<file path="config.mk">
export PLATFORM = sky130hd
export DESIGN_NAME = sys_tick_timer
export DESIGN_NICKNAME = d
export VERILOG_FILES = /design/src/rtl/sys_tick_pkg.sv /design/src/rtl/stt_bus_decode.sv /design/src/rtl/stt_ctrl_regs.sv /design/src/rtl/stt_down_counter.sv /design/src/rtl/sys_tick_timer.sv
export SDC_FILE = /design/constraint.sdc
export NUM_CORES = 1
export LEC_CHECK = 0
export CORE_UTILIZATION = 46
export CTS_BUF_LIST = sky130_fd_sc_hd__clkbuf_16
export CTS_CLUSTER_DIAMETER = 100
export DETAILED_ROUTE_END_ITERATION = 10
export GPL_TIMING_DRIVEN = 0
export MAX_ROUTING_LAYER = met4
export PLACE_DENSITY_LB_ADDON = 0.3
export SLEW_MARGIN = 15
export SYNTH_ARGS = -nofsm -noshare
export SYNTH_HDL_FRONTEND = slang
export SYNTH_HIERARCHICAL = 1
export SYNTH_SLANG_ARGS = --single-unit
export TNS_END_PERCENT = 50
</file>
<file path="constraint.sdc">
create_clock -name clk_i -period 1.5 [get_ports clk_i]
set_input_delay 0.225 -clock clk_i [delete_from_list [all_inputs] [get_ports clk_i]]
set_output_delay 0.225 -clock clk_i [all_outputs]
set_load 0.01 [all_outputs]
</file>
<file path="src/rtl/sys_tick_pkg.sv">
package sys_tick_pkg;
  // register byte offsets
  localparam int unsigned OFS_CTRL    = 32'h10;
  localparam int unsigned OFS_RELOAD  = 32'h14;
  localparam int unsigned OFS_CURRENT = 32'h18;
  localparam int unsigned OFS_CALIB   = 32'h1C;

  // control word bit positions
  localparam int unsigned BIT_RUN      = 0;
  localparam int unsigned BIT_WRAP_IRQ = 1;
  localparam int unsigned BIT_CORE_CLK = 2;
  localparam int unsigned BIT_WRAPPED  = 16;
  localparam int unsigned CTRL_WR_BITS = 3;

  // writable control bits, packed to match bits 2:0
  typedef struct packed {
    logic core_clk;
    logic wrap_irq;
    logic run;
  } tick_ctrl_t;
endpackage

</file>
<file path="src/rtl/stt_bus_decode.sv">
module stt_bus_decode
  import sys_tick_pkg::*;
#(
  parameter int unsigned ADDR_W    = 8,
  parameter int unsigned DATA_W    = 32,
  parameter int unsigned CNT_W     = 24,
  parameter int unsigned CAL_VALUE = 10000
) (
  input  logic              sel_i,
  input  logic              we_i,
  input  logic [ADDR_W-1:0] addr_i,
  input  logic [DATA_W-1:0] wdata_i,
  input  tick_ctrl_t        ctrl_i,
  input  logic              wrapped_i,
  input  logic [CNT_W-1:0]  reload_i,
  input  logic [CNT_W-1:0]  count_i,
  output logic              ctrl_wr_o,
  output logic              ctrl_rd_o,
  output logic              reload_wr_o,
  output logic              count_wr_o,
  output tick_ctrl_t        ctrl_wdata_o,
  output logic [CNT_W-1:0]  reload_wdata_o,
  output logic [DATA_W-1:0] rdata_o
);
  logic hit_ctrl, hit_reload, hit_count, hit_calib;
  logic rd_acc, wr_acc;

  always_comb begin
    hit_ctrl   = (addr_i == ADDR_W'(OFS_CTRL));
    hit_reload = (addr_i == ADDR_W'(OFS_RELOAD));
    hit_count  = (addr_i == ADDR_W'(OFS_CURRENT));
    hit_calib  = (addr_i == ADDR_W'(OFS_CALIB));
    rd_acc     = sel_i & ~we_i;
    wr_acc     = sel_i & we_i;
  end

  // write strobes; a calibration write has no target
  assign ctrl_wr_o      = wr_acc & hit_ctrl;
  assign ctrl_rd_o      = rd_acc & hit_ctrl;
  assign reload_wr_o    = wr_acc & hit_reload;
  assign count_wr_o     = wr_acc & hit_count;
  assign ctrl_wdata_o   = tick_ctrl_t'(wdata_i[CTRL_WR_BITS-1:0]);
  assign reload_wdata_o = wdata_i[CNT_W-1:0];

  // combinational read mux
  always_comb begin
    rdata_o = '0;
    if (rd_acc) begin
      if (hit_ctrl) begin
        rdata_o[BIT_RUN]      = ctrl_i.run;
        rdata_o[BIT_WRAP_IRQ] = ctrl_i.wrap_irq;
        rdata_o[BIT_CORE_CLK] = ctrl_i.core_clk;
        rdata_o[BIT_WRAPPED]  = wrapped_i;
      end else if (hit_reload) begin
        rdata_o = DATA_W'(reload_i);
      end else if (hit_count) begin
        rdata_o = ctrl_i.run ? DATA_W'(count_i) : '0;
      end else if (hit_calib) begin
        rdata_o = DATA_W'(CAL_VALUE);
      end
    end
  end
endmodule

</file>
<file path="src/rtl/stt_ctrl_regs.sv">
module stt_ctrl_regs
  import sys_tick_pkg::*;
#(
  parameter int unsigned CNT_W = 24
) (
  input  logic             clk_i,
  input  logic             rst_ni,
  input  logic             ctrl_wr_i,
  input  logic             ctrl_rd_i,
  input  logic             reload_wr_i,
  input  logic             count_wr_i,
  input  tick_ctrl_t       ctrl_wdata_i,
  input  logic [CNT_W-1:0] reload_wdata_i,
  input  logic             wrap_i,
  output tick_ctrl_t       ctrl_o,
  output logic             wrapped_o,
  output logic [CNT_W-1:0] reload_o,
  output logic             start_o
);
  tick_ctrl_t       ctrl_q, ctrl_d;
  logic             wrapped_q, wrapped_d;
  logic [CNT_W-1:0] reload_q, reload_d;

  always_comb begin
    ctrl_d = ctrl_q;
    if (ctrl_wr_i) begin
      ctrl_d = ctrl_wdata_i;
    end else if (wrap_i && (reload_q == '0)) begin
      ctrl_d.run = 1'b0;
    end

    wrapped_d = wrapped_q;
    if (wrap_i) begin
      wrapped_d = 1'b1;
    end else if (ctrl_rd_i || count_wr_i) begin
      wrapped_d = 1'b0;
    end

    reload_d = reload_wr_i ? reload_wdata_i : reload_q;
  end

  always_ff @(posedge clk_i or negedge rst_ni) begin
    if (!rst_ni) begin
      ctrl_q    <= '0;
      wrapped_q <= 1'b0;
      reload_q  <= '0;
    end else begin
      ctrl_q    <= ctrl_d;
      wrapped_q <= wrapped_d;
      if (reload_wr_i) begin
        reload_q <= reload_d;
      end
    end
  end

  assign ctrl_o    = ctrl_q;
  assign wrapped_o = wrapped_q;
  assign reload_o  = reload_q;
  assign start_o   = ctrl_wr_i & ctrl_wdata_i.run & ~ctrl_q.run;

  p_self_stop_r7: assert property (@(posedge clk_i) disable iff (!rst_ni)
    (wrap_i && (reload_q == '0) && !ctrl_wr_i) |=> !ctrl_q.run);

  p_wrap_sets_flag_r6: assert property (@(posedge clk_i) disable iff (!rst_ni)
    wrap_i |=> wrapped_q);

  p_flag_cleared_r3: assert property (@(posedge clk_i) disable iff (!rst_ni)
    ((ctrl_rd_i || count_wr_i) && !wrap_i) |=> !wrapped_q);
endmodule

</file>
<file path="src/rtl/stt_down_counter.sv">
module stt_down_counter #(
  parameter int unsigned CNT_W = 24
) (
  input  logic             clk_i,
  input  logic             rst_ni,
  input  logic             run_i,
  input  logic             core_clk_i,
  input  logic             wrap_irq_en_i,
  input  logic             ref_tick_i,
  input  logic             start_i,
  input  logic             count_wr_i,
  input  logic [CNT_W-1:0] reload_i,
  output logic [CNT_W-1:0] count_o,
  output logic             wrap_o,
  output logic             irq_o
);
  logic [CNT_W-1:0] count_q, count_d;
  logic             irq_q, irq_d;
  logic             tick, at_zero, load;

  always_comb begin
    tick    = run_i & (core_clk_i | ref_tick_i);
    at_zero = (count_q == '0);
    wrap_o  = tick & at_zero & ~count_wr_i;
    load    = start_i | (count_wr_i & run_i) | wrap_o;
    count_d = count_q;
    if (load) begin
      count_d = reload_i;
    end else if (tick && !at_zero) begin
      count_d = count_q - 1'b1;
    end
    irq_d = wrap_o & wrap_irq_en_i;
  end

  always_ff @(posedge clk_i or negedge rst_ni) begin
    if (!rst_ni) begin
      count_q <= '0;
      irq_q   <= 1'b0;
    end else begin
      if (load || tick) begin
        count_q <= count_d;
      end
      irq_q <= irq_d;
    end
  end

  assign count_o = count_q;
  assign irq_o   = irq_q;

  p_step_down_r5: assert property (@(posedge clk_i) disable iff (!rst_ni)
    (tick && !at_zero && !count_wr_i) |=> (count_q == $past(count_q) - 1'b1));

  p_restart_on_write_r8: assert property (@(posedge clk_i) disable iff (!rst_ni)
    (count_wr_i && run_i) |=> (count_q == $past(reload_i)));

  p_hold_when_off_r4: assert property (@(posedge clk_i) disable iff (!rst_ni)
    (!run_i && !start_i) |=> $stable(count_q));
endmodule

</file>
<file path="src/rtl/sys_tick_timer.sv">
module sys_tick_timer
  import sys_tick_pkg::*;
#(
  parameter int unsigned CNT_W     = 24,
  parameter int unsigned ADDR_W    = 8,
  parameter int unsigned DATA_W    = 32,
  parameter int unsigned CAL_VALUE = 10000
) (
  input  logic              clk_i,
  input  logic              rst_ni,
  input  logic              ref_tick_i,
  input  logic              bus_sel_i,
  input  logic              bus_we_i,
  input  logic [ADDR_W-1:0] bus_addr_i,
  input  logic [DATA_W-1:0] bus_wdata_i,
  output logic [DATA_W-1:0] bus_rdata_o,
  output logic              wrap_irq_o
);
  localparam int unsigned SYNC_STAGES = 2;

  // asynchronous assert, synchronous release
  logic [SYNC_STAGES-1:0] rst_sync_q;
  logic                   rst_n;

  always_ff @(posedge clk_i or negedge rst_ni) begin
    if (!rst_ni) begin
      rst_sync_q <= '0;
    end else begin
      rst_sync_q <= {rst_sync_q[SYNC_STAGES-2:0], 1'b1};
    end
  end
  assign rst_n = rst_sync_q[SYNC_STAGES-1];

  tick_ctrl_t       ctrl, ctrl_wdata;
  logic             wrapped, wrap, start;
  logic             ctrl_wr, ctrl_rd, reload_wr, count_wr;
  logic [CNT_W-1:0] reload, reload_wdata, count;

  stt_bus_decode #(
    .ADDR_W(ADDR_W), .DATA_W(DATA_W), .CNT_W(CNT_W), .CAL_VALUE(CAL_VALUE)
  ) i_decode (
    .sel_i(bus_sel_i), .we_i(bus_we_i), .addr_i(bus_addr_i), .wdata_i(bus_wdata_i),
    .ctrl_i(ctrl), .wrapped_i(wrapped), .reload_i(reload), .count_i(count),
    .ctrl_wr_o(ctrl_wr), .ctrl_rd_o(ctrl_rd), .reload_wr_o(reload_wr),
    .count_wr_o(count_wr), .ctrl_wdata_o(ctrl_wdata), .reload_wdata_o(reload_wdata),
    .rdata_o(bus_rdata_o)
  );

  stt_ctrl_regs #(.CNT_W(CNT_W)) i_regs (
    .clk_i(clk_i), .rst_ni(rst_n),
    .ctrl_wr_i(ctrl_wr), .ctrl_rd_i(ctrl_rd), .reload_wr_i(reload_wr),
    .count_wr_i(count_wr), .ctrl_wdata_i(ctrl_wdata), .reload_wdata_i(reload_wdata),
    .wrap_i(wrap), .ctrl_o(ctrl), .wrapped_o(wrapped), .reload_o(reload),
    .start_o(start)
  );

  stt_down_counter #(.CNT_W(CNT_W)) i_counter (
    .clk_i(clk_i), .rst_ni(rst_n),
    .run_i(ctrl.run), .core_clk_i(ctrl.core_clk), .wrap_irq_en_i(ctrl.wrap_irq),
    .ref_tick_i(ref_tick_i), .start_i(start), .count_wr_i(count_wr),
    .reload_i(reload), .count_o(count), .wrap_o(wrap), .irq_o(wrap_irq_o)
  );

  p_start_loads_r4: assert property (@(posedge clk_i) disable iff (!rst_n)
    $rose(ctrl.run) |-> (count == $past(reload)));

  p_irq_has_flag_r6: assert property (@(posedge clk_i) disable iff (!rst_n)
    wrap_irq_o |-> wrapped);

  p_irq_needs_enable_r6: assert property (@(posedge clk_i) disable iff (!rst_n)
    wrap_irq_o |-> $past(ctrl.wrap_irq));
endmodule

</file>
==> flow_metrics.py, run 1 <==
metrics = {
    "sta": {
        "tightest_slew_ns": 0.7407,
        "fin_hold_ws_ns": 0.08275,
        "slew_viol_final": 0,
        "min_period_ns": 2.157,
        "post-route-period-util": 1.438,
        "fin_ws_ns": -0.6571,
        "rsz0062_at_grt": "yes",
        "setup_violations": 73,
        "fmax_ghz": 0.4636,
        "relSlewSlack": 0.4997,
        "finalHoldViolCount": 0,
        "skew_ns": 0.006727,
    },
    "floorplan": {
        "dieArea_sq_um": 8834,
        "num_io_pins": 78,
        "die_w_um": 93.99,
        "initial_core_util": 0.4737,
        "die_y_um": 93.99,
        "core_sq_um": 8217,
        "rows": 33,
    },
    "power": {
        "powerDensity_nw_per_um2": 613.4,
        "ir_drop_mv": 0.3956,
        "p_leak_nw": 2.612,
        "p_total_mw": 3.695,
    },
    "logic_synthesis": {
        "synthArstFlopShare": 1.000,
        "ys_types": 68,
        "synth-main-ff-cell": "dfrtp_1",
        "synth_edf_count": 0,
        "synth-seq-area-share": 0.3536,
        "synth_area_leaders": "dfrtp_1 (35%), mux2_4 (7.7%), buf_4 (6.9%), nand4_1 (5.1%), a21oi_1 (3.3%)",
        "synth_commonest_cells": "dfrtp_1 (55), buf_4 (36), nand2_1 (32), nand4_1 (32), a21oi_1 (26)",
        "syn-cell-area_sq_um": 3892,
        "synth_seq_cells": 55,
        "syn_avg_cell_area_sq_um": 9.587,
        "syn_inst": 406,
        "yosys_warnings": 6,
        "yosys.area.top_type": "dfrtp_1",
        "netlist.area_leader.share": 0.3536,
        "synth.most_common_cell": "dfrtp_1",
    },
    "clocking": {
        "cts_sinks": 55,
        "h-tree-depth": 2,
        "clk_latency_ns": 0.30,
        "cts_tree": "done",
        "clkTransAtPathRegs_ns": 0.07,
        "numCtsBuffers": 5,
        "cts.path.max_buffers": 2,
        "cts_hold_buf": 0,
        "cts_root_buf": "clkbuf_16",
    },
    "global_routing": {
        "grtUsageTotal": 0.3501,
        "antenna_found_initial": 0,
        "grt_pass1_wl_um": 22630,
        "grt_pass1_vias": 4091,
        "grt_max_degree": 54,
        "grt_overflow": 0,
    },
    "detailed_routing": {
        "postRouteAntennaNets": 0,
        "firstDrtPassIters": 6,
        "via_per_inst": 6.803,
        "vias": 4449,
        "drc_errors": 0,
        "routed_wl_um": 16500,
        "detail_route.wl_per_cell_um": 25.23,
        "drt_iter0_markers": 543,
    },
    "final_layout": {
        "diodes": 0,
        "fillers": 477,
        "nets": 595,
        "area_delta_synth_final_pct": 54.74,
        "drive_above_1_share": 0.5974,
        "fin_util": 0.7331,
    },
    "worst_setup_path": {
        "crit_fanout": 6,
        "startpoint_type": "flip-flop",
        "end_kind": "flip-flop",
        "required_ns": 1.69,
        "criticalPathCategory": "reg2reg",
        "cp_data_arrival_time_ns": 2.35,
    },
    "min_path": {
        "hp-class": "in2async",
    },
    "outcome": {
        "status": "finished with violations",
        "violations": "negative setup slack",
    },
    "placed_design": {
        "io_buffers": 37,
        "hpwl_um": 8055,
        "place_ws_ns": -1.468,
        "globalplace.congestion": 0.9121,
    },
    "job": {
        "drv_cap": 0,
    },
}
report_power, final:
group	total, mW	internal, mW	switching, mW
registers	1.65	1.54	0.117
logic	0.872	0.461	0.411
clock network	1.17	0.605	0.564
total	3.69	2.60	1.09
final timing paths:
kind | from | slack [ns] | cells past startpoint | end
max in group asynchronous | rst_sync_q[1] | 0.56 | 0 | i_counter/count_o[0]
hold reg to reg | rst_sync_q[0] | 0.36 | 0 | rst_sync_q[1]
min in group clk_i | bus_wdata_i[9] | 0.15 | 2 | i_regs/reload_o[9]
hold / removal | rst_ni | 0.08 | 1 | rst_sync_q[1]
setup reg to reg | i_counter/count_o[7] | -0.66 | 6 | i_regs/ctrl_o[0]
setup / recovery | i_counter/count_o[7] | -0.66 | 6 | i_regs/ctrl_o[0]
stage by stage:
step,setup TNS [ns],area [sq um],cells
final,-22.97,6023,654
after global routing,-25.27,6023,654
after CTS,-14.86,5637,630
after detailed placement,-91.36,4524,555
after global placement,-89.70,4522,555
after floorplan,-16.70,4020,413
per-layer routing:
| layer | up-vias | part of all wire | track usage |
|---|---|---|---|
| met5 | - | 0 | - |
| met3 | 135 | 0.12 | 0.06958 |
| met4 | 0 | 0.069 | 0.1962 |
| met1 | 2105 | 0.35 | 0.4178 |
| li1 | 1783 | - | - |
| met2 | 426 | 0.46 | 0.5535 |
state kept, by name, summed over array words and instances (netlist names):
name / cells
i_regs/wrapped_o: 1
i_counter/count_o: 24
rst_sync_q: 2
i_counter/irq_o: 1
i_regs/ctrl_o: 3
i_regs/reload_o: 24
layout make-up:
class                   instances  area, sq um  area share
multi-input cells             297         2691      0.4468
clock inverters                 3        11.26    0.001870
clock buffers                   5        125.1     0.02077
flip-flops and latches         55         1396      0.2318
repair buffers                128         1126      0.1870
inverters                       6        22.52    0.003739
well taps                     105        131.4     0.02181
plain buffers                  55        519.2     0.08621
critical path, stage by stage, from the launching register on:
cell and delay [ns]:
dfrtp_1 0.50, nor3_4 0.34, nand4_4 0.28, nor3_4 0.28
nor4b_2 0.29, nand3_1 0.18, a2bb2oi_1 0.17
repair_timing:
| action | CTS | global route |
|---|---|---|
| setup endpoints to repair | 77 | 73 |
| resized for setup | 265 | 54 |
| pin swaps | 39 | 27 |
| gates cloned | 7 | 1 |
| buffers inserted | 60 | 25 |
placed cells by master (no fill, tap or decap), types with 4 or more instances in the layout:
master,netlist,routed
mux2_4,20,20
dfrtp_2,0,13
nor4_1,12,8
buf_12,2,6
a21oi_2,0,19
dfrtp_1,55,41
inv_1,6,5
buf_2,7,31
clkbuf_8,0,4
buf_8,0,7
nor4_4,1,6
o21ai_1,10,7
buf_4,36,88
clkbuf_16,0,6
nand3_1,6,4
a21oi_1,26,6
xnor2_1,4,4
nand4_1,32,32
nor2_4,0,4
o21ai_0,15,13
nand2_2,0,7
a221o_1,4,4
o21ai_2,1,5
nand2_1,32,22
conb_1,2,9
mux2_2,6,6
nor3_4,1,7
nor3_1,16,9
nor2_1,17,12
buf_6,2,39
nor2b_1,8,4
logic make-up (layout without fill, tap and decap cells):
kind of cell | count (synthesis) | in the layout | synth area share
mux | 28 | 28 | 0.09965
flops | 55 | 55 | 0.3536
fa+ha+maj | 2 | 2 | 0.006428
compound gates | 92 | 92 | 0.1697
buf+inv | 62 | 197 | 0.1090
other cells | 2 | 9 | 0.001929
xor+xnor | 6 | 6 | 0.01350
simple gates | 159 | 160 | 0.2462
No activity file was read; power rests on OpenSTA's default activity.
==> run 2: changes to the inputs <==
--- a/config.mk
+++ b/config.mk
@@ -5,11 +5,13 @@
 export SDC_FILE = /design/constraint.sdc
 export NUM_CORES = 1
 export LEC_CHECK = 0
+export ABC_CLOCK_PERIOD_IN_PS = 1500
 export CORE_UTILIZATION = 46
 export CTS_BUF_LIST = sky130_fd_sc_hd__clkbuf_16
 export CTS_CLUSTER_DIAMETER = 100
 export DETAILED_ROUTE_END_ITERATION = 10
 export GPL_TIMING_DRIVEN = 0
+export HOLD_SLACK_MARGIN = 0.08
 export MAX_ROUTING_LAYER = met4
 export PLACE_DENSITY_LB_ADDON = 0.3
 export SLEW_MARGIN = 15
==> results of run 2 <==
Same layout as run 1: the final DEF is identical, and so are final timing and power.
==> run 3: changes to the inputs <==
--- a/config.mk
+++ b/config.mk
@@ -5,7 +5,7 @@
 export SDC_FILE = /design/constraint.sdc
 export NUM_CORES = 1
 export LEC_CHECK = 0
-export ABC_CLOCK_PERIOD_IN_PS = 1500
+export ABC_CLOCK_PERIOD_IN_PS = 2000
 export CORE_UTILIZATION = 46
 export CTS_BUF_LIST = sky130_fd_sc_hd__clkbuf_16
 export CTS_CLUSTER_DIAMETER = 100
==> constraint.sdc (replaced) <==
create_clock -name clk_i -period 2 [get_ports clk_i]
set_input_delay 0.6 -clock clk_i [delete_from_list [all_inputs] [get_ports clk_i]]
set_output_delay 0.6 -clock clk_i [all_outputs]
set_load 0.01 [all_outputs]
==> flow_metrics.py, run 3 (synthesized netlist as in run 1, its figures left out) <==
metrics = {
    "power": {
        "p_leak_nw": 2.480,
        "ir_drop_mv": 0.3872,
        "p_total_mw": 2.576,
        "powerDensity_nw_per_um2": 454.1,
    },
    "placed_design": {
        "dpl-instance-area_sq_um": 4526,
        "place_ws_ns": -1.435,
        "hpwl_um": 8138,
        "globalplace.congestion": 0.9449,
        "dp_cells": 556,
        "io_buffers": 37,
    },
    "floorplan": {
        "die_y_um": 93.99,
        "num_io_pins": 78,
        "dieArea_sq_um": 8834,
        "rows": 33,
        "core_sq_um": 8217,
        "die_w_um": 93.99,
        "initial_core_util": 0.4737,
    },
    "sta": {
        "fin_ws_ns": -0.4980,
        "tightest_slew_ns": 0.6147,
        "skew_ns": 0.006031,
        "slew_viol_final": 0,
        "post-route-period-util": 1.249,
        "finalHoldViolCount": 0,
        "finalSetupTns_ns": -21.92,
        "min_period_ns": 2.498,
        "fmax_ghz": 0.4003,
        "rsz0062_at_grt": "yes",
        "setup_violations": 73,
        "relSlewSlack": 0.5901,
        "fin_hold_ws_ns": 0.2840,
    },
    "global_routing": {
        "grt_pass1_wl_um": 21670,
        "grt_pass1_vias": 4024,
        "grt_max_degree": 28,
        "grt_overflow": 0,
        "antenna_found_initial": 0,
        "grtUsageTotal": 0.3296,
    },
    "final_layout": {
        "fin_util": 0.6903,
        "drive_above_1_share": 0.5346,
        "stdcell_count": 625,
        "final_common_cell": "buf_4",
        "diodes": 0,
        "final_cell_mix": "buf_4 (65), dfrtp_1 (52), buf_6 (33)",
        "design_area_sq_um": 5672,
        "area_delta_synth_final_pct": 45.71,
        "nets": 566,
    },
    "worst_setup_path": {
        "crit_fanout": 7,
        "criticalPathCategory": "in2out",
        "cp_slowest_cell": "nor4b_4",
        "cp_top_family": "buffers and inverters",
        "cp_num_buf_inv": 4,
        "path_cells": "buf_6 > nor4b_4 > buf_6 > buf_6 > nand4_1 > a21oi_2 > buf_2",
        "required_ns": 1.40,
        "startpoint_type": "input pin",
        "end_kind": "output port",
        "cp_data_arrival_time_ns": 1.90,
        "cp_slowest_stage_delay_ns": 0.37,
        "crit_top_cell": "buf_6",
    },
    "clocking": {
        "cts.path.max_buffers": 2,
        "cts_tree": "done",
        "cts_sinks": 55,
        "h-tree-depth": 2,
        "numCtsBuffers": 5,
        "clkTransAtPathRegs_ns": 0.07,
        "cts_root_buf": "clkbuf_16",
        "cts_hold_buf": 0,
        "clk_latency_ns": 0.29,
    },
    "detailed_routing": {
        "drc_errors": 0,
        "routed_wl_um": 14700,
        "firstDrtPassIters": 7,
        "detail_route.wl_per_cell_um": 23.52,
        "via_per_inst": 6.702,
        "postRouteAntennaNets": 0,
        "drt_iter0_markers": 571,
        "vias": 4189,
    },
    "min_path": {
        "hp-class": "reg2async",
    },
    "outcome": {
        "status": "finished with violations",
        "violations": "negative setup slack",
    },
    "job": {
        "drv_cap": 0,
    },
}
-- run 3: cell count changes in the layout (fill, tap and decap cells not counted), moves of 3 or more --
cell	delta
buf_4	-23
buf_6	-6
nor2_4	+3
dfrtp_1	+11
buf_8	-4
nor2_1	-3
nor3_1	+3
dfrtp_2	-10
-- run 3: final cells by class --
class                   count  area, sq um
flip-flops and latches     55         1380
well taps                 105        131.4
clock inverters             3        12.51
fillers                   540         2545
multi-input cells         297         2597
inverters                   6        22.52
repair buffers            102        923.4
clock buffers               5        125.1
plain buffers              52        479.2
-- run 3: timing repair --
action | 4_1_cts | 5_1_grt
gates resized for setup | 217 | 72
buffers inserted | 43 | 13
cloned | 10 | 2
pin swaps | 18 | 37
setup endpoints to repair | 77 | 77
-- run 3: where the power goes --
group | switching [mW] | total, mW | internal (mW)
registers | 0.0928 | 1.24 | 1.15
clock network | 0.391 | 0.845 | 0.454
logic | 0.243 | 0.488 | 0.246
-- run 3: final timing paths --
path / start / end / slack, ns / depth (start not counted)
setup / recovery: bus_addr_i[1] / bus_rdata_o[5] / -0.50 / 7
hold / removal: rst_sync_q[1] / i_counter/count_o[12] / 0.28 / 0
setup reg to reg: i_counter/count_o[1] / i_counter/count_o[22] / -0.41 / 8
hold reg to reg: rst_sync_q[1] / i_counter/count_o[12] / 0.28 / 0
max in group asynchronous: rst_sync_q[1] / i_regs/ctrl_o[0] / 1.13 / 1
min in group clk_i: rst_sync_q[0] / rst_sync_q[1] / 0.35 / 0
-- run 3: per-layer routing --
layer,GRT usage,part of all wire,up-vias
met3,0.06311,0.10,126
met2,0.5164,0.47,367
met5,-,0,-
li1,-,-,1725
met4,0.1692,0.064,0
met1,0.4051,0.37,1971
